==> config.mk <==
export PLATFORM = sky130hd
export DESIGN_NAME = rev_cascade_eval
export DESIGN_NICKNAME = d
export VERILOG_FILES = /design/src/rtl/rce_pkg.sv /design/src/rtl/rce_gate_store.sv /design/src/rtl/rce_gate_apply.sv /design/src/rtl/rce_parity_walk.sv /design/src/rtl/rev_cascade_eval.sv
export SDC_FILE = /design/constraint.sdc
export NUM_CORES = 1
export LEC_CHECK = 0
export BUFFER_PORTS_ARGS = -buffer_cell sky130_fd_sc_hd__buf_4
export CAP_MARGIN = 20
export CELL_PAD_IN_SITES_DETAIL_PLACEMENT = 0
export CELL_PAD_IN_SITES_GLOBAL_PLACEMENT = 1
export CORE_MARGIN = 2
export CORE_UTILIZATION = 47
export DETAILED_ROUTE_END_ITERATION = 8
export GPL_TIMING_DRIVEN = 0
export MAX_ROUTING_LAYER = met4
export PLACE_DENSITY = 0.75
export SETUP_SLACK_MARGIN = 0.2
export SYNTH_ARGS = -nofsm -noshare
export SYNTH_HDL_FRONTEND = slang
export SYNTH_HIERARCHICAL = 1
export SYNTH_SLANG_ARGS = --single-unit
==> constraint.sdc <==
create_clock -name clk -period 3.2 [get_ports clk]
set_input_delay 0.64 -clock clk [delete_from_list [all_inputs] [get_ports clk]]
set_output_delay 0.64 -clock clk [all_outputs]
set_load 0.1 [all_outputs]
==> src/rtl/rce_pkg.sv <==
package rce_pkg;
   localparam int RCE_IDX_W = 2;
   localparam int RCE_MAX_WIRES = 1 << RCE_IDX_W;

   typedef enum logic [1:0] {
      OP_INV  = 2'd0,
      OP_CX   = 2'd1,
      OP_CCX  = 2'd2,
      OP_XCHG = 2'd3
   } rce_op_e;

   typedef struct packed {
      rce_op_e                op;
      logic [RCE_IDX_W-1:0]   tgt;
      logic [RCE_IDX_W-1:0]   aux_a;
      logic [RCE_IDX_W-1:0]   aux_b;
   } rce_gate_t;
endpackage

==> src/rtl/rce_gate_store.sv <==
module rce_gate_store
   import rce_pkg::*;
#(
   parameter int MAX_GATES = 16,
   localparam int ADDR_W = $clog2(MAX_GATES)
) (
   input  logic              clk,
   input  logic              rst_n,
   input  logic              wr_en_i,
   input  logic              lock_i,
   input  logic [ADDR_W-1:0] wr_addr_i,
   input  rce_gate_t         wr_gate_i,
   input  logic [ADDR_W-1:0] rd_addr_i,
   output rce_gate_t         rd_gate_o
);
   rce_gate_t [MAX_GATES-1:0] mem;

   always_ff @(posedge clk or negedge rst_n) begin
      if (!rst_n) begin
         mem <= '0;
      end else if (wr_en_i && !lock_i) begin
         mem[wr_addr_i] <= wr_gate_i;
      end
   end

   assign rd_gate_o = mem[rd_addr_i];


   list_frozen_chk: assert property (@(posedge clk) disable iff (!rst_n)
      lock_i |=> $stable(mem));
endmodule

==> src/rtl/rce_gate_apply.sv <==
module rce_gate_apply
   import rce_pkg::*;
#(
   parameter int N_WIRES = 3
) (
   input  logic [N_WIRES-1:0] state_i,
   input  rce_gate_t          gate_i,
   output logic [N_WIRES-1:0] state_o,
   output logic               illegal_o
);
   localparam int PAD_W = RCE_MAX_WIRES;

   logic [PAD_W-1:0] sp;
   logic             fire;
   logic             tgt_bad, a_bad, b_bad;

   assign sp = PAD_W'(state_i);

   function automatic logic idx_bad(input logic [RCE_IDX_W-1:0] x);
      return ({1'b0, x} >= (RCE_IDX_W+1)'(N_WIRES));
   endfunction

   always_comb begin
      tgt_bad = idx_bad(gate_i.tgt);
      a_bad   = idx_bad(gate_i.aux_a);
      b_bad   = idx_bad(gate_i.aux_b);
      unique case (gate_i.op)
         OP_INV:  illegal_o = tgt_bad;
         OP_CX:   illegal_o = tgt_bad || a_bad || (gate_i.aux_a == gate_i.tgt);
         OP_CCX:  illegal_o = tgt_bad || a_bad || b_bad ||
                              (gate_i.aux_a == gate_i.tgt) || (gate_i.aux_b == gate_i.tgt);
         default: illegal_o = tgt_bad || a_bad;
      endcase
      unique case (gate_i.op)
         OP_INV:  fire = 1'b1;
         OP_CX:   fire = sp[gate_i.aux_a];
         OP_CCX:  fire = sp[gate_i.aux_a] & sp[gate_i.aux_b];
         default: fire = 1'b0;
      endcase
   end

   for (genvar w = 0; w < N_WIRES; w++) begin : g_wire
      localparam logic [RCE_IDX_W-1:0] WI = RCE_IDX_W'(w);
      always_comb begin
         if (gate_i.op == OP_XCHG) begin
            if (gate_i.tgt == WI)        state_o[w] = sp[gate_i.aux_a];
            else if (gate_i.aux_a == WI) state_o[w] = sp[gate_i.tgt];
            else                         state_o[w] = sp[w];
         end else begin
            state_o[w] = sp[w] ^ (fire && (gate_i.tgt == WI));
         end
      end
   end

   always_comb begin
      if (!illegal_o && gate_i.op != OP_XCHG) begin

         target_only_chk: assert ((PAD_W'(state_o ^ state_i) & ~(PAD_W'(1) << gate_i.tgt)) == '0);
      end
      if (!illegal_o && gate_i.op == OP_XCHG) begin

         swap_weight_chk: assert ($countones(state_o) == $countones(state_i));
      end
   end
endmodule

==> src/rtl/rce_parity_walk.sv <==
module rce_parity_walk #(
   parameter int N_WIRES = 3,
   localparam int DEPTH = 1 << N_WIRES,
   localparam int CW = N_WIRES
) (
   input  logic          clk,
   input  logic          rst_n,
   input  logic          go_i,
   output logic [CW-1:0] look_addr_o,
   input  logic [CW-1:0] look_data_i,
   output logic          fin_o,
   output logic          odd_o
);
   localparam logic [CW-1:0] LAST    = CW'(DEPTH - 1);
   localparam logic [CW:0]   DEPTH_V = (CW+1)'(DEPTH);

   typedef enum logic [1:0] {W_IDLE, W_SEEK, W_FOLLOW, W_FIN} wst_e;

   wst_e             st;
   logic [DEPTH-1:0] visited;
   logic [CW-1:0]    head, pos;
   logic [CW:0]      cycles;
   logic [CW:0]      diff;

   always_ff @(posedge clk or negedge rst_n) begin
      if (!rst_n) begin
         st      <= W_IDLE;
         visited <= '0;
         head    <= '0;
         pos     <= '0;
         cycles  <= '0;
      end else begin
         unique case (st)
            W_IDLE: if (go_i) begin
               visited <= '0;
               head    <= '0;
               cycles  <= '0;
               st      <= W_SEEK;
            end
            W_SEEK: begin
               if (visited[head]) begin
                  if (head == LAST) st <= W_FIN;
                  else              head <= head + 1'b1;
               end else begin
                  cycles <= cycles + 1'b1;
                  pos    <= head;
                  st     <= W_FOLLOW;
               end
            end
            W_FOLLOW: begin
               visited[pos] <= 1'b1;
               if (look_data_i == head) begin
                  if (head == LAST) st <= W_FIN;
                  else begin
                     head <= head + 1'b1;
                     st   <= W_SEEK;
                  end
               end else begin
                  pos <= look_data_i;
               end
            end
            default: st <= W_IDLE;
         endcase
      end
   end

   assign look_addr_o = pos;
   assign diff        = DEPTH_V - cycles;
   assign fin_o       = (st == W_FIN);
   assign odd_o       = diff[0];


   all_visited_chk: assert property (@(posedge clk) disable iff (!rst_n)
      (st == W_FIN) |-> (&visited));


   cycle_bound_chk: assert property (@(posedge clk) disable iff (!rst_n)
      cycles <= DEPTH_V);
endmodule

==> src/rtl/rev_cascade_eval.sv <==
module rev_cascade_eval
   import rce_pkg::*;
#(
   parameter int N_WIRES = 3,
   parameter int MAX_GATES = 16,
   localparam int DEPTH = 1 << N_WIRES,
   localparam int CODE_W = N_WIRES,
   localparam int ADDR_W = $clog2(MAX_GATES),
   localparam int CNT_W = $clog2(MAX_GATES + 1)
) (
   input  logic                 clk,
   input  logic                 rst_n,
   input  logic                 wr_en,
   input  logic [ADDR_W-1:0]    wr_addr,
   input  logic [1:0]           wr_op,
   input  logic [RCE_IDX_W-1:0] wr_tgt,
   input  logic [RCE_IDX_W-1:0] wr_aux_a,
   input  logic [RCE_IDX_W-1:0] wr_aux_b,
   input  logic [CNT_W-1:0]     gate_cnt,
   input  logic                 start,
   output logic                 busy,
   output logic                 done,
   output logic                 err,
   output logic                 is_perm,
   output logic                 is_odd,
   input  logic [CODE_W-1:0]    rd_addr,
   output logic [CODE_W-1:0]    rd_data
);
   localparam logic [CODE_W-1:0] LAST = CODE_W'(DEPTH - 1);

   initial begin
      assert (N_WIRES >= 2 && N_WIRES <= RCE_MAX_WIRES)
         else $fatal(1, "N_WIRES must lie in 2..%0d", RCE_MAX_WIRES);
      assert (MAX_GATES >= 2)
         else $fatal(1, "MAX_GATES must be at least 2");
   end

   typedef enum logic [1:0] {T_IDLE, T_RUN, T_WALK} tst_e;

   tst_e              st;
   logic [CODE_W-1:0] code, cur;
   logic [CNT_W-1:0]  gidx, cnt_q;
   logic [DEPTH-1:0]  seen;
   logic              dup;
   logic              walk_go;
   logic [CODE_W-1:0] tbl [DEPTH];

   rce_gate_t         wr_gate, cur_gate;
   logic [CODE_W-1:0] g_next;
   logic              g_illegal;
   logic [CODE_W-1:0] look_addr;
   logic              walk_fin, walk_odd;

   assign busy    = (st != T_IDLE);
   assign wr_gate = '{op: rce_op_e'(wr_op), tgt: wr_tgt, aux_a: wr_aux_a, aux_b: wr_aux_b};

   rce_gate_store #(.MAX_GATES(MAX_GATES)) u_store (
      .clk       (clk),
      .rst_n     (rst_n),
      .wr_en_i   (wr_en),
      .lock_i    (busy),
      .wr_addr_i (wr_addr),
      .wr_gate_i (wr_gate),
      .rd_addr_i (gidx[ADDR_W-1:0]),
      .rd_gate_o (cur_gate)
   );

   rce_gate_apply #(.N_WIRES(N_WIRES)) u_apply (
      .state_i   (cur),
      .gate_i    (cur_gate),
      .state_o   (g_next),
      .illegal_o (g_illegal)
   );

   rce_parity_walk #(.N_WIRES(N_WIRES)) u_walk (
      .clk         (clk),
      .rst_n       (rst_n),
      .go_i        (walk_go),
      .look_addr_o (look_addr),
      .look_data_i (tbl[look_addr]),
      .fin_o       (walk_fin),
      .odd_o       (walk_odd)
   );

   always_ff @(posedge clk or negedge rst_n) begin
      if (!rst_n) begin
         st      <= T_IDLE;
         code    <= '0;
         cur     <= '0;
         gidx    <= '0;
         cnt_q   <= '0;
         seen    <= '0;
         dup     <= 1'b0;
         walk_go <= 1'b0;
         done    <= 1'b0;
         err     <= 1'b0;
         is_perm <= 1'b0;
         is_odd  <= 1'b0;
         for (int k = 0; k < DEPTH; k++) tbl[k] <= '0;
      end else begin
         done    <= 1'b0;
         walk_go <= 1'b0;
         unique case (st)
            T_IDLE: if (start) begin
               cnt_q   <= gate_cnt;
               code    <= '0;
               cur     <= '0;
               gidx    <= '0;
               seen    <= '0;
               dup     <= 1'b0;
               err     <= 1'b0;
               is_perm <= 1'b0;
               is_odd  <= 1'b0;
               st      <= T_RUN;
            end
            T_RUN: begin
               if (gidx == cnt_q) begin
                  tbl[code]  <= cur;
                  seen[cur]  <= 1'b1;
                  if (seen[cur]) dup <= 1'b1;
                  if (code == LAST) begin
                     if (dup || seen[cur]) begin
                        done <= 1'b1;
                        st   <= T_IDLE;
                     end else begin
                        walk_go <= 1'b1;
                        st      <= T_WALK;
                     end
                  end else begin
                     code <= code + 1'b1;
                     cur  <= code + 1'b1;
                     gidx <= '0;
                  end
               end else if (g_illegal) begin
                  err  <= 1'b1;
                  done <= 1'b1;
                  st   <= T_IDLE;
               end else begin
                  cur  <= g_next;
                  gidx <= gidx + 1'b1;
               end
            end
            T_WALK: if (walk_fin) begin
               done    <= 1'b1;
               is_perm <= 1'b1;
               is_odd  <= walk_odd;
               st      <= T_IDLE;
            end
            default: st <= T_IDLE;
         endcase
      end
   end

   assign rd_data = tbl[rd_addr];


   done_pulse_chk: assert property (@(posedge clk) disable iff (!rst_n)
      done |=> !done);


   done_idle_chk: assert property (@(posedge clk) disable iff (!rst_n)
      done |-> !busy);


   busy_rise_chk: assert property (@(posedge clk) disable iff (!rst_n)
      (start && !busy) |=> busy);


   perm_on_legal_chk: assert property (@(posedge clk) disable iff (!rst_n)
      (done && !err) |-> is_perm);


   err_clears_chk: assert property (@(posedge clk) disable iff (!rst_n)
      (done && err) |-> (!is_perm && !is_odd));
endmodule

# Yosys cells after proc, flatten, opt, wreduce, memory -nomap -nowiden
# Index checks and enable logic that the tools add are counted.
# classes
add_sub_neg	5
n_lt_le_gt_ge	18
n_eq_ne	38
muxes	101
bitwise	9
n_reduce_logical	44
# op_table
operator	count
$bwmux W128	1
$mux W3	16
$mux W8	5
$bmux W8 S4	1
$demux W8 S4	1
$mux W1	32
$pmux W8 S2	2
$bwmux W24	1
$reduce_and A4 Y1	6
$mux W2	11
$mux W5	4
$bmux W3 S3	2
$ne A2 B2 Y1 const B	9
$pmux W3 S2	3
$or A8 B8 Y8	2
$ne A3 B3 Y1 const B	5
$ne A5 B5 Y1 const B	3
$reduce_and A3 Y1	5
$reduce_and A5 Y1	3
$eq A2 B2 Y1 const B	7
$ge A4 B4 Y1 const B	3
$lt A3 B4 Y1 const B	3
$not A3 Y4	3
$pmux W2 S3	2
other kinds (35)	85
# word_totals
regBits	204
wordCells	306

# Longest topological paths before layout
# Gate-level depths: netlist (run 1).
# depth
depth_word	12
depth_mapped	16

# By module
# The synthesis (run 1) kept the hierarchy.
# by_module_without_submodules
mod	instances	cells_per_inst	area_each_um2	seq_area_each_um2
rce_gate_store	1	362	5849.4	3203.1
rev_cascade_eval	1	253	3012.9	1401.3
rce_parity_walk	1	107	1059.8	425.4
rce_gate_apply	1	89	563.0	0.0

# Worst setup path after synthesis (run 1)
# Ideal clock, no wire load.
# synth_timing
path_type	register to register
startpoint	register gidx[0]
endpoint	register cur[1]
arrival_ns	3.315
path_slack_ns	-0.236
path_stages_with_launch	17
cell_sequence	dfrtp_1 > buf_2 > buf_2 > mux4_2 > a22oi_1 > nand2_1 > buf_4 > nor2_1 > a22oi_1 > o221ai_1 > nand2_1 > o221ai_1 > a31oi_1 > nand3_1 > clkbuf_1 > a21oi_1 > a22o_1
# synth_lines
item	line	rtl
from (decl)	rev_cascade_eval.sv:42	logic [CNT_W-1:0] gidx, cnt_q;
from (signal assigned)	rev_cascade_eval.sv:140	gidx <= gidx + 1'b1;
to (signal assigned)	rev_cascade_eval.sv:131	cur <= code + 1'b1;
to (signal assigned)	rev_cascade_eval.sv:139	cur <= g_next;
to (decl)	rev_cascade_eval.sv:41	logic [CODE_W-1:0] code, cur;

==> out/metrics.csv, run 1 <==
stage,metric,value,unit
synth,cell area after synthesis,10500,um2
synth,post-synthesis sequential area ratio,48.0,%
run_status,outcome,"finished, violations left",
min_path,Hold Path Class,in2async,
synth,Mapped Nets,847,
synth,Synth Area in XOR/XNOR,0.883,%
synth,"FF+latch count, synth",201,
place,post-DP HPWL,17500,um
setup_path,CP max stage cell,mux4_2,
clocking,"CTS clk-pin slew, worst paths",0.06,ns
cells_and_area,nets,926,
synth,async set-reset flop share out of synthesis,100,%
clocking,TritonCTS buffer count,23,
synth,number of flops mapped to enable cells by yosys,0,
setup_path,"delay-heaviest family, CP",compound AO/OA/AOI/OAI gates,
setup_path,critical path class,reg2reg,
setup_path,worst stage delay on the critical path,0.50,ns
clocking,Post-CTS Hold Buffers,0,
cells_and_area,area growth from synthesis to layout,18.6,%
grt,initial antenna violation count,0,
synth,largest family of logic cells by synthesized area,multiplexers,
power_and_ir_drop,maximum VDD drop,0.433,mV
setup_path,CP Cell Sequence,"buf_8, bufbuf_16, mux4_2, a22oi_2, nand2_2, buf_4, buf_2, nand2_1, a31oi_2, o41ai_4, o221ai_4, a31oi_2, nand3_2, or3_1, a21boi_1",
floorplanning,IO Pins,32,
setup_path,Arrival @ worst endpoint,3.81,ns
sta,Hold Fails Final Rpt,0,
route,via count,7062,
synth,simple-gate area share of the yosys netlist,9.26,%
floorplanning,core area,21900,um2
clocking,CTS root buf,clkbuf_16,
sta,min Tclk post-route,3.37,ns
route,1st-pass router iterations,5,
floorplanning,Die Span X,153,um
power_and_ir_drop,Total Power,11.3,mW
cells_and_area,Multi-input gate area,5430,um2
power_and_ir_drop,P_leak,5.50,nW
route,WL per Instance,21.5,um
sta,Rel. slew slack,50.1,%
setup_path,crit path capture type,flop,
synth,Synth Area in Adders,1.43,%
synth,post-synthesis compound-gate area fraction,8.38,%
sta,Tcrit/Tclk final,105,%
route,remaining antenna violation count,0,
setup_path,crit path max fanout,5,
setup_path,critical path startpoint,gidx[0],
clocking,Sink Count,201,
grt,largest net degree at the start of global routing,131,
sta,Tightest Pin Transition,0.747,ns
sta,Final TNS setup,-1.12,ns
clocking,"Clk Latency, worst-skew pair",0.52,ns
route,Via density,5.95,
floorplanning,row cnt,54,
synth,"Primary FF master, synth",dfrtp_1,
route,# DRC,0,
power_and_ir_drop,PwrDens,907,nW/um2
sta,pins over their slew limit,0,
cells_and_area,share of cells above drive strength 1,43.9,%
run_status,failing checks,setup timing,
synth,YS warnings,6,
cells_and_area,final core utilization,56.8,%
floorplanning,die area,23500,um2
synth,post-synth cell types,72,
grt,total global routing track utilization,22.5,%
cells_and_area,sequential cell area,5030,um2
synth,Post-Syn Area per Cell,12.9,um2
grt,GRT overflow,0,
setup_path,crit start category,flop,
sta,setup ws final,-0.172,ns
synth,Mapped Cells,811,
clocking,clk buf depth,3,
grt,first-pass GRT wire length,40900,um
setup_path,Worst path most repeated cell,a31oi_2,
route,final wirelength,25600,um
job,max_cap viols,0,
setup_path,Critical Path RT,3.64,ns
place,Routability Congestion,0.844,
sta,RSZ-0062 raised after global routing,yes,
floorplanning,Vert. Die Dim,153,um
route,DR iter-0 viols,349,
cells_and_area,fillers,1788,
grt,vias in the first global route,7354,
sta,Clock Skew,0.00698,ns
sta,fmax,297,MHz
synth,mux share of post-synthesis cell area,29.5,%
place,PortBufs,30,
clocking,CTS tree,yes,
floorplanning,initial core utilization,47.9,%
sta,# setup viols final,11,
clocking,H-tree depth,1,
setup_path,worst r2r src,gidx[0],
setup_path,"Buf+Inv Stages, Crit Path",4,
[state kept, by name (all words and copies together), names as in the netlist]
register,cells
u_walk/visited,8
u_walk/st,2
is_perm,1
u_store/mem,128
done,1
st,2
dup,1
u_walk/head,3
cur,3
u_walk/look_addr_o,3
cnt_q,5
err,1
gidx,5
seen,8
tbl,24
code,3
u_walk/cycles,1
is_odd,1
walk_go,1
[path summary, 6_finish.rpt]
path | depth (start not counted) | slack [ns] | end
hold reg to reg | 2 | 0.49 | seen[3]
hold / removal | 1 | 0.09 | cnt_q[4]
setup / recovery | 15 | -0.17 | gidx[3]
setup reg to reg | 15 | -0.17 | gidx[3]
max in group asynchronous | 2 | 2.09 | u_walk/head[2]
min in group clk | 2 | 0.36 | cnt_q[1]
[cell usage in the layout, fill, tap and decap left out, types with 7 or more instances in the layout]
cell type,synthesis,routed
mux2i_1,12,10
clkbuf_1,25,20
mux2_2,153,153
mux2_4,12,12
nor2b_1,17,16
ha_1,12,12
a21oi_1,28,23
dfrtp_1,201,199
a22oi_2,1,15
mux4_2,46,46
o21ai_0,22,17
nand2_1,57,49
nand3_1,11,10
nor2_1,38,35
buf_2,11,8
nand2_2,0,7
a31oi_1,9,7
clkbuf_16,0,23
inv_1,16,15
buf_4,5,53
[stage by stage]
step	setup WS [ns]	hold WS (ns)	cell area [um2]	instances
after CTS	-0.160	0.107	12200	1174
after global routing	-0.319	0.130	12400	1186
after detailed placement	-0.787	0.475	11200	1122
after global placement	-0.719	0.461	11100	1121
final	-0.172	0.0892	12400	1187
after floorplan	0.176	0.344	10600	811
[layer usage]
layer / track usage [%] / up-vias / wire, um
li1: - / 3193 / -
met1: 29.6 / 3712 / 11200
met2: 37.9 / 123 / 13000
met3: 2.41 / 34 / 794
met4: 5.37 / 0 / 522
met5: - / - / 0
[synthesized netlist by cell type (16+ instances only)]
| library cell | count | area share, % |
|---|---|---|
| mux4_2 | 46 | 9.9 |
| o21ai_0 | 22 | 1.1 |
| nand2_1 | 57 | 2.0 |
| inv_1 | 16 | 0.57 |
| a21oi_1 | 28 | 1.3 |
| dfrtp_1 | 201 | 48 |
| nor2_1 | 38 | 1.4 |
| clkbuf_1 | 25 | 0.89 |
| nor2b_1 | 17 | 1.0 |
| mux2_2 | 153 | 16 |
| a22oi_1 | 18 | 1.3 |
[where the power goes]
part / switching [mW] / internal (mW)
logic: 2.56 / 2.39
registers: 0.487 / 3.17
clock network: 1.07 / 1.61
total: 4.12 / 7.17
[cell families after synthesis]
logic type                 Yosys count
AOI/OAI and AO/OA                  125
and+or+nand+nor                    178
muxes                              226
buffers and inverters               61
DFF                                201
adders and majority gates           12
xor gates and xnor gates             8
[what timing repair did]
item	CTS	global route
setup buffers	9	12
endpoints found under the hold margin	0	0
cloned	2	0
resized for setup	40	31
pin swaps	18	10
endpoints found under the setup margin	15	13
[cell type report]
cell class,instances,share of cell area (%)
repair buffers,54,3.76
clock inverters,11,1.04
flip-flops and latches,201,40.5
multi-input cells,549,43.6
clock buffers,30,5.24
plain buffers,45,2.57
diodes,1,0.0201
inverters,16,0.483
well taps,280,2.82
Note: power is estimated with default switching activity, not from simulation.
==> inputs of run 2 (changes only) <==
--- a/config.mk
+++ b/config.mk
@@ -7,14 +7,12 @@
 export LEC_CHECK = 0
 export BUFFER_PORTS_ARGS = -buffer_cell sky130_fd_sc_hd__buf_4
 export CAP_MARGIN = 20
-export CELL_PAD_IN_SITES_DETAIL_PLACEMENT = 0
-export CELL_PAD_IN_SITES_GLOBAL_PLACEMENT = 1
 export CORE_MARGIN = 2
-export CORE_UTILIZATION = 47
+export CORE_UTILIZATION = 57
 export DETAILED_ROUTE_END_ITERATION = 8
 export GPL_TIMING_DRIVEN = 0
 export MAX_ROUTING_LAYER = met4
-export PLACE_DENSITY = 0.75
+export PLACE_DENSITY = 0.76
 export SETUP_SLACK_MARGIN = 0.2
 export SYNTH_ARGS = -nofsm -noshare
 export SYNTH_HDL_FRONTEND = slang
==> run 2 against run 1 <==
  * The flow still finishes with violations (setup timing)
  * Global-route usage grew 5.4 points
  * First-iteration DRC count grew 52%
  * Non-clock buffer count grew 7
  * Flip-flop and latch count is the same
  * Cell count shrank 4.0%
  * Sequential share of layout area shrank 0.18 points
  * Count of clock-buffer cells in the layout grew 1
  * Critical path depth grew 3
  * Combinational power grew 5.7%
  * Register-to-register slack is essentially flat
  * Critical endpoint is now st[1]
  * Largest power group unchanged
==> out/metrics.csv, run 2 (same netlist as run 1, synthesis figures left out) <==
stage,metric,value,unit,change
route,remaining antenna violation count,0,,unchanged
power_and_ir_drop,maximum VDD drop,0.759,mV,+75%
sta,min Tclk post-route,3.38,ns,+0.0118 ns
grt,total global routing track utilization,27.9,%,+5.4 points
clocking,Sink Count,201,,unchanged
setup_path,crit path max fanout,7,,+2
cells_and_area,fillers,1217,,-32%
grt,first-pass GRT wire length,41700,um,+2.0%
place,PortBufs,30,,unchanged
grt,largest net degree at the start of global routing,107,,-18%
grt,initial antenna violation count,0,,unchanged
place,post-DP HPWL,16800,um,-4.0%
setup_path,worst r2r src,gidx[0],,
run_status,outcome,"finished, violations left",,
route,Via density,6.41,,+7.7%
clocking,"CTS clk-pin slew, worst paths",0.06,ns,about the same
floorplanning,row cnt,49,,-9.3%
cells_and_area,Biggest register,u_store/mem,,
run_status,failing checks,setup timing,,
route,via count,7307,,+3.5%
sta,fmax,295,MHz,-0.35%
setup_path,worst r2r dst,st[1],,
cells_and_area,max reg flops,128,,unchanged
sta,RSZ-0062 raised after global routing,yes,,
setup_path,Critical Path RT,3.59,ns,-0.05 ns
clocking,CTS tree,yes,,
cells_and_area,n_diodes,0,,-1
job,max_cap viols,0,,unchanged
setup_path,worst reg-to-reg setup slack,-0.18,ns,about the same
floorplanning,initial core utilization,58.2,%,+10 points
clocking,CTS root buf,clkbuf_16,,
floorplanning,Die Span X,140,um,-9.0%
sta,Rel. slew slack,46.9,%,-3.2 points
setup_path,crit path capture type,flop,,
setup_path,CP Cell Sequence,"buf_12, buf_12, buf_16, mux4_2, a22oi_2, nand2_2, buf_4, nor2b_4, o21ai_1, a21o_1, a21oi_2, o221ai_4, buf_6, buf_6, buf_6, a21oi_4, a31oi_1, o41ai_2",,
sta,pins over their slew limit,0,,unchanged
clocking,Post-CTS Hold Buffers,0,,unchanged
sta,Clock Skew,0.0190,ns,+0.0120 ns
sta,# setup viols final,11,,unchanged
route,WL per Instance,22.4,um,+4.2%
cells_and_area,highest-count cells in the layout ignoring fill and taps,"dfrtp_1 (199), mux2_2 (153), buf_4 (54)",,
power_and_ir_drop,combinational power share,45.1,%,+1.2 points
clocking,TritonCTS buffer count,22,,-4.3%
clocking,"Clk Latency, worst-skew pair",0.51,ns,about the same
place,Routability Congestion,0.891,,+5.6%
setup_path,critical path class,reg2reg,,
power_and_ir_drop,clock power share,23.3,%,-0.4 points
cells_and_area,Largest regs,"u_store/mem (128), tbl (24)",,
route,# DRC,0,,unchanged
route,top sig layer,met4,,
route,1st-pass router iterations,5,,unchanged
sta,Hold Fails Final Rpt,0,,unchanged
power_and_ir_drop,sequential power share,31.6,%,-0.8 points
grt,GRT overflow,0,,unchanged
setup_path,Arrival @ worst endpoint,3.77,ns,-0.04 ns
power_and_ir_drop,Net Sw Power,4.19,mW,+1.8%
min_path,Hold Path Class,in2async,,
power_and_ir_drop,PwrDens,927,nW/um2,+2.2%
power_and_ir_drop,Sw Share,36.2,%,-0.32 points
cells_and_area,nets,932,,+0.65%
power_and_ir_drop,Total Power,11.6,mW,+2.7%
route,wl on met1,10700,um,-4.4%
floorplanning,die area,19500,um2,-17%
sta,setup ws final,-0.184,ns,-0.0118 ns
setup_path,"Buf+Inv Stages, Crit Path",7,,+3
route,final wirelength,25600,um,about the same
clocking,H-tree depth,1,,unchanged
route,Met2 Wirelength,12800,um,-1.7%
sta,Tcrit/Tclk final,106,%,+0.37 points
floorplanning,Vert. Die Dim,140,um,-9.0%
sta,Tightest Pin Transition,0.797,ns,+0.0496 ns
route,met3 WL,1190,um,+50%
setup_path,crit start category,flop,,
setup_path,CP max stage cell,mux4_2,,
cells_and_area,"commonest non-fill, non-tap cell in the layout",dfrtp_1,,
power_and_ir_drop,Int Pwr,7.40,mW,+3.2%
place,dpl ws,-0.740,ns,+0.0472 ns
setup_path,"delay-heaviest family, CP",compound AO/OA/AOI/OAI gates,,
setup_path,Worst path most repeated cell,buf_6,,
setup_path,worst stage delay on the critical path,0.53,ns,+0.03 ns
route,DR iter-0 viols,532,,+52%
setup_path,Worst R2R Path Depth,18,,+3
clocking,clk buf depth,3,,unchanged
cells_and_area,area growth from synthesis to layout,19.2,%,
floorplanning,core area,18000,um2,-18%
grt,vias in the first global route,7638,,+3.9%
floorplanning,IO Pins,32,,unchanged
power_and_ir_drop,P_leak,5.55,nW,+1.0%
cells_and_area,share of cells above drive strength 1,44.5,%,+0.53 points
[run 2: cell types whose count changed in the layout (fill, tap and decap cells not counted), sizes merged]
| cell | change |
|---|---|
| clkinvlp | -1 |
| buf | +7 |
| clkbuf | +2 |
| bufbuf | -1 |
| diode | -1 |
| bufinv | +1 |
| clkinv | -3 |
[run 2: repair_timing]
action                                  CTS  global route
gates cloned                              5             0
pin swaps                                26             6
gates resized for setup                  62            15
endpoints found under the setup margin   15            15
buffers inserted                         21             4
[run 2: metrics by stage]
step	util (%)	hold slack (ns)	cell area, um2	setup TNS, ns	cells
3_5_place_dp	61.7	0.486	11100	-6.98	1071
6_report	69.3	0.204	12500	-1.10	1140
4_1_cts	68.9	0.229	12400	-0.732	1136
3_3_place_gp	61.5	0.461	11100	-5.48	1070
5_1_grt	69.3	0.269	12500	-2.72	1140
2_1_floorplan	-	0.344	10600	0	811
[run 2: per-layer routing]
layer	track usage, %	vias up
met5	-	-
met4	9.32	0
met3	3.54	81
met2	45.0	253
met1	37.1	3775
li1	-	3198
[run 2: cell type report]
| type | count | area, um2 | share of cell area (%) |
|---|---|---|---|
| multi-input cells | 549 | 5430 | 43.4 |
| flip-flops and latches | 201 | 5030 | 40.3 |
| clock buffers | 31 | 656 | 5.25 |
| repair buffers | 61 | 592 | 4.74 |
| plain buffers | 45 | 320 | 2.56 |
| well taps | 229 | 287 | 2.29 |
| clock inverters | 8 | 121 | 0.971 |
| inverters | 16 | 60.1 | 0.481 |
[run 2: how the worst max path moves through the flow]
stage	from	to	depth (start not counted)
finish	gidx[0]	st[1]	18
global route	gidx[0]	gidx[0]	17
CTS	gidx[0]	gidx[2]	15
detailed placement	gidx[1]	gidx[2]	14
global placement	gidx[1]	cur[1]	14
floorplan	gidx[0]	cur[1]	15
[run 2: worst register-to-register path: cells and delay by family (launching register included)]
kind | cells | cell delay [ns]
AO/OA/AOI/OAI | 8 | 1.23
flip-flops | 1 | 0.39
AND/OR/NAND/NOR | 2 | 0.22
multiplexers | 1 | 0.53
buffers and inverters | 7 | 0.90
[run 2: power by group through the flow]
stage / combinational (mW) / clock [mW] / sequential [mW]
6_report: 5.23 / 2.70 / 3.66
2_1_floorplan: 3.26 / 0 / 3.57
5_1_grt: 5.58 / 2.84 / 3.74
4_1_cts: 5.01 / 2.72 / 3.64
3_3_place_gp: 4.06 / 0 / 3.61
3_5_place_dp: 4.19 / 0 / 3.68
==> inputs of run 3 (changes only) <==
--- a/config.mk
+++ b/config.mk
@@ -5,14 +5,14 @@
 export SDC_FILE = /design/constraint.sdc
 export NUM_CORES = 1
 export LEC_CHECK = 0
-export BUFFER_PORTS_ARGS = -buffer_cell sky130_fd_sc_hd__buf_4
 export CAP_MARGIN = 20
 export CORE_MARGIN = 2
-export CORE_UTILIZATION = 57
+export CORE_UTILIZATION = 58
 export DETAILED_ROUTE_END_ITERATION = 8
+export DONT_BUFFER_PORTS = 1
 export GPL_TIMING_DRIVEN = 0
 export MAX_ROUTING_LAYER = met4
-export PLACE_DENSITY = 0.76
+export PLACE_DENSITY = 0.75
 export SETUP_SLACK_MARGIN = 0.2
 export SYNTH_ARGS = -nofsm -noshare
 export SYNTH_HDL_FRONTEND = slang
==> run 3 against run 2 <==
  * The run ends with hold timing, setup timing left
  * Flip-flop and latch count stayed put
  * Clock power about the same
  * Fmax fell by 0.12%
  * Count of clock-buffer cells in the layout is 1 lower
  * Routed wire length shrank 2.2%
  * Clock skew is 0.0095 ns lower
  * Worst hold slack worse by 0.37 ns
  * Critical endpoint unchanged
  * Largest cell class unchanged
==> out/metrics.csv, run 3 (same netlist as run 1, synthesis figures left out) <==
stage,metric,value,unit,change
setup_path,critical path class,reg2reg,,
power_and_ir_drop,Sw Share,35.7,%,-0.48 points
route,final wirelength,25000,um,-2.2%
sta,Final TNS setup,-1.50,ns,-0.395 ns
setup_path,worst r2r src,gidx[0],,
grt,initial antenna violation count,0,,unchanged
floorplanning,initial core utilization,58.8,%,+0.60 points
sta,fmax,295,MHz,-0.12%
clocking,Sink Count,201,,unchanged
cells_and_area,highest-count cells in the layout ignoring fill and taps,"dfrtp_1 (199), mux2_2 (153), nand2_1 (49)",,
setup_path,worst r2r dst,st[1],,
place,placed insts,1040,,-2.9%
cells_and_area,n_diodes,0,,unchanged
sta,# setup viols final,12,,+1
setup_path,crit path max fanout,7,,unchanged
job,max_cap viols,0,,unchanged
setup_path,crit path capture type,flop,,
setup_path,Arrival @ worst endpoint,3.78,ns,about the same
cells_and_area,"commonest non-fill, non-tap cell in the layout",dfrtp_1,,
run_status,outcome,"finished, violations left",,
place,PortBufs,0,,-100%
sta,Rel. slew slack,37.2,%,-9.7 points
grt,largest net degree at the start of global routing,202,,+89%
grt,first-pass GRT wire length,40900,um,-2.0%
floorplanning,row cnt,49,,unchanged
place,Routability Congestion,0.884,,-0.88%
sta,Hold WS,-0.170,ns,-0.373 ns
cells_and_area,nets,906,,-2.8%
clocking,"Clk Latency, worst-skew pair",0.52,ns,about the same
grt,total global routing track utilization,27.4,%,-0.50 points
sta,Tightest Pin Transition,0.942,ns,+0.145 ns
clocking,clk buf depth,3,,unchanged
floorplanning,Die Span X,138,um,-0.84%
clocking,"CTS clk-pin slew, worst paths",0.06,ns,about the same
route,1st-pass router iterations,7,,+2
route,DR iter-0 viols,487,,-8.5%
place,post-DP HPWL,16500,um,-1.8%
sta,Clock Skew,0.00942,ns,-0.00954 ns
grt,GRT overflow,0,,unchanged
cells_and_area,max reg flops,128,,unchanged
cells_and_area,Biggest register,u_store/mem,,
cells_and_area,Non-Filler Instances,1116,,-2.1%
sta,Tcrit/Tclk final,106,%,+0.12 points
cells_and_area,post-layout instance area,12300,um2,-1.5%
floorplanning,Vert. Die Dim,138,um,-0.84%
sta,pins over their slew limit,0,,unchanged
cells_and_area,Largest regs,"u_store/mem (128), tbl (24)",,
clocking,TritonCTS buffer count,23,,+4.5%
grt,vias in the first global route,7557,,-1.1%
power_and_ir_drop,P_leak,5.44,nW,-2.0%
cells_and_area,area growth from synthesis to layout,17.4,%,
setup_path,crit start category,flop,,
route,via count,7164,,-2.0%
floorplanning,core area,17800,um2,-1.0%
clocking,CTS root buf,clkbuf_16,,
power_and_ir_drop,PwrDens,935,nW/um2,+0.87%
run_status,failing checks,"hold timing, setup timing",,
power_and_ir_drop,Int Pwr,7.40,mW,about the same
clocking,CTS tree,yes,,
route,remaining antenna violation count,0,,unchanged
floorplanning,die area,19200,um2,-1.7%
route,Via density,6.42,,+0.15%
sta,min Tclk post-route,3.39,ns,+0.00400 ns
route,WL per Instance,22.4,um,-0.11%
sta,setup ws final,-0.188,ns,-0.00400 ns
place,Placement Cell Area,10900,um2,-2.3%
setup_path,worst reg-to-reg setup slack,-0.19,ns,about the same
power_and_ir_drop,sequential power share,32.4,%,+0.8 points
sta,RSZ-0062 raised after global routing,yes,,
power_and_ir_drop,Net Sw Power,4.11,mW,-2.0%
power_and_ir_drop,clock power share,23.6,%,+0.3 points
clocking,H-tree depth,1,,unchanged
power_and_ir_drop,maximum VDD drop,0.593,mV,-22%
route,# DRC,0,,unchanged
power_and_ir_drop,combinational power share,44.0,%,-1.1 points
setup_path,Worst R2R Path Depth,17,,-1
floorplanning,IO Pins,32,,unchanged
sta,Hold Fails Final Rpt,201,,+201
min_path,Hold Path Class,in2async,,
cells_and_area,share of cells above drive strength 1,42.2,%,-2.3 points
setup_path,Critical Path RT,3.59,ns,about the same
## run 3: power by group through the flow
stage,combinational [mW],clock [mW],sequential [mW]
3_5_place_dp,3.97,0,3.76
5_1_grt,5.43,2.87,3.81
2_1_floorplan,3.26,0,3.57
6_report,5.06,2.72,3.73
3_3_place_gp,3.85,0,3.69
4_1_cts,4.68,2.76,3.72
## run 3: critical path, stage by stage, from the launching register on
cell and delay, ns:
dfrtp_2 0.40, buf_12 0.16, buf_12 0.12, buf_16 0.12
mux4_2 0.52, a22oi_2 0.22, nand2_2 0.14, buf_6 0.15
nor3b_2 0.14, o21ai_1 0.12, a21o_1 0.14, a21oi_2 0.06
o221ai_4 0.28, buf_4 0.17, buf_6 0.10, a21oi_4 0.07
a31oi_1 0.23, o41ai_2 0.11
## run 3: area by class of cell
class                           instances  area [um2]
Inverter                               16        63.8
Sequential cell                       201        5030
Clock inverter                         12         154
Multi-Input combinational cell        549        5430
Fill cell                            1229        5540
Clock buffer                           30         642
Timing Repair Buffer                   34         364
Buffer                                 45         335
Tap cell                              229         287
## run 3: how the worst max path moves through the flow
stage / startpoint / endpoint / depth (start not counted)
5_1_grt: gidx[0] / gidx[2] / 15
3_5_place_dp: gidx[1] / gidx[2] / 11
6_report: gidx[0] / st[1] / 17
4_1_cts: gidx[0] / gidx[2] / 12
2_1_floorplan: gidx[0] / cur[1] / 15
3_3_place_gp: gidx[1] / cur[2] / 13
## run 3: repair_timing
action / CTS / global route
setup endpoints to repair: 16 / 47
resized for setup: 53 / 24
endpoints found under the hold margin: 201 / 201
cloned: 4 / 0
pin swaps: 10 / 12
setup buffers: 21 / 9
## run 3: stage by stage
stage               setup WS [ns]  total power, mW  utilization [%]
floorplan                   0.176             6.83                -
global placement           -0.686             7.54             60.9
detailed placement         -0.733             7.73             60.9
CTS                       -0.0894             11.2             68.0
global route               -0.302             12.1             69.0
finish                     -0.188             11.5             69.0
## run 3: layer usage
metal	track usage (%)	up-vias	routed length, um
met5	-	-	0
met4	8.75	0	810
met3	3.84	63	1260
met2	43.9	238	12500
met1	36.7	3722	10400
li1	-	3141	-
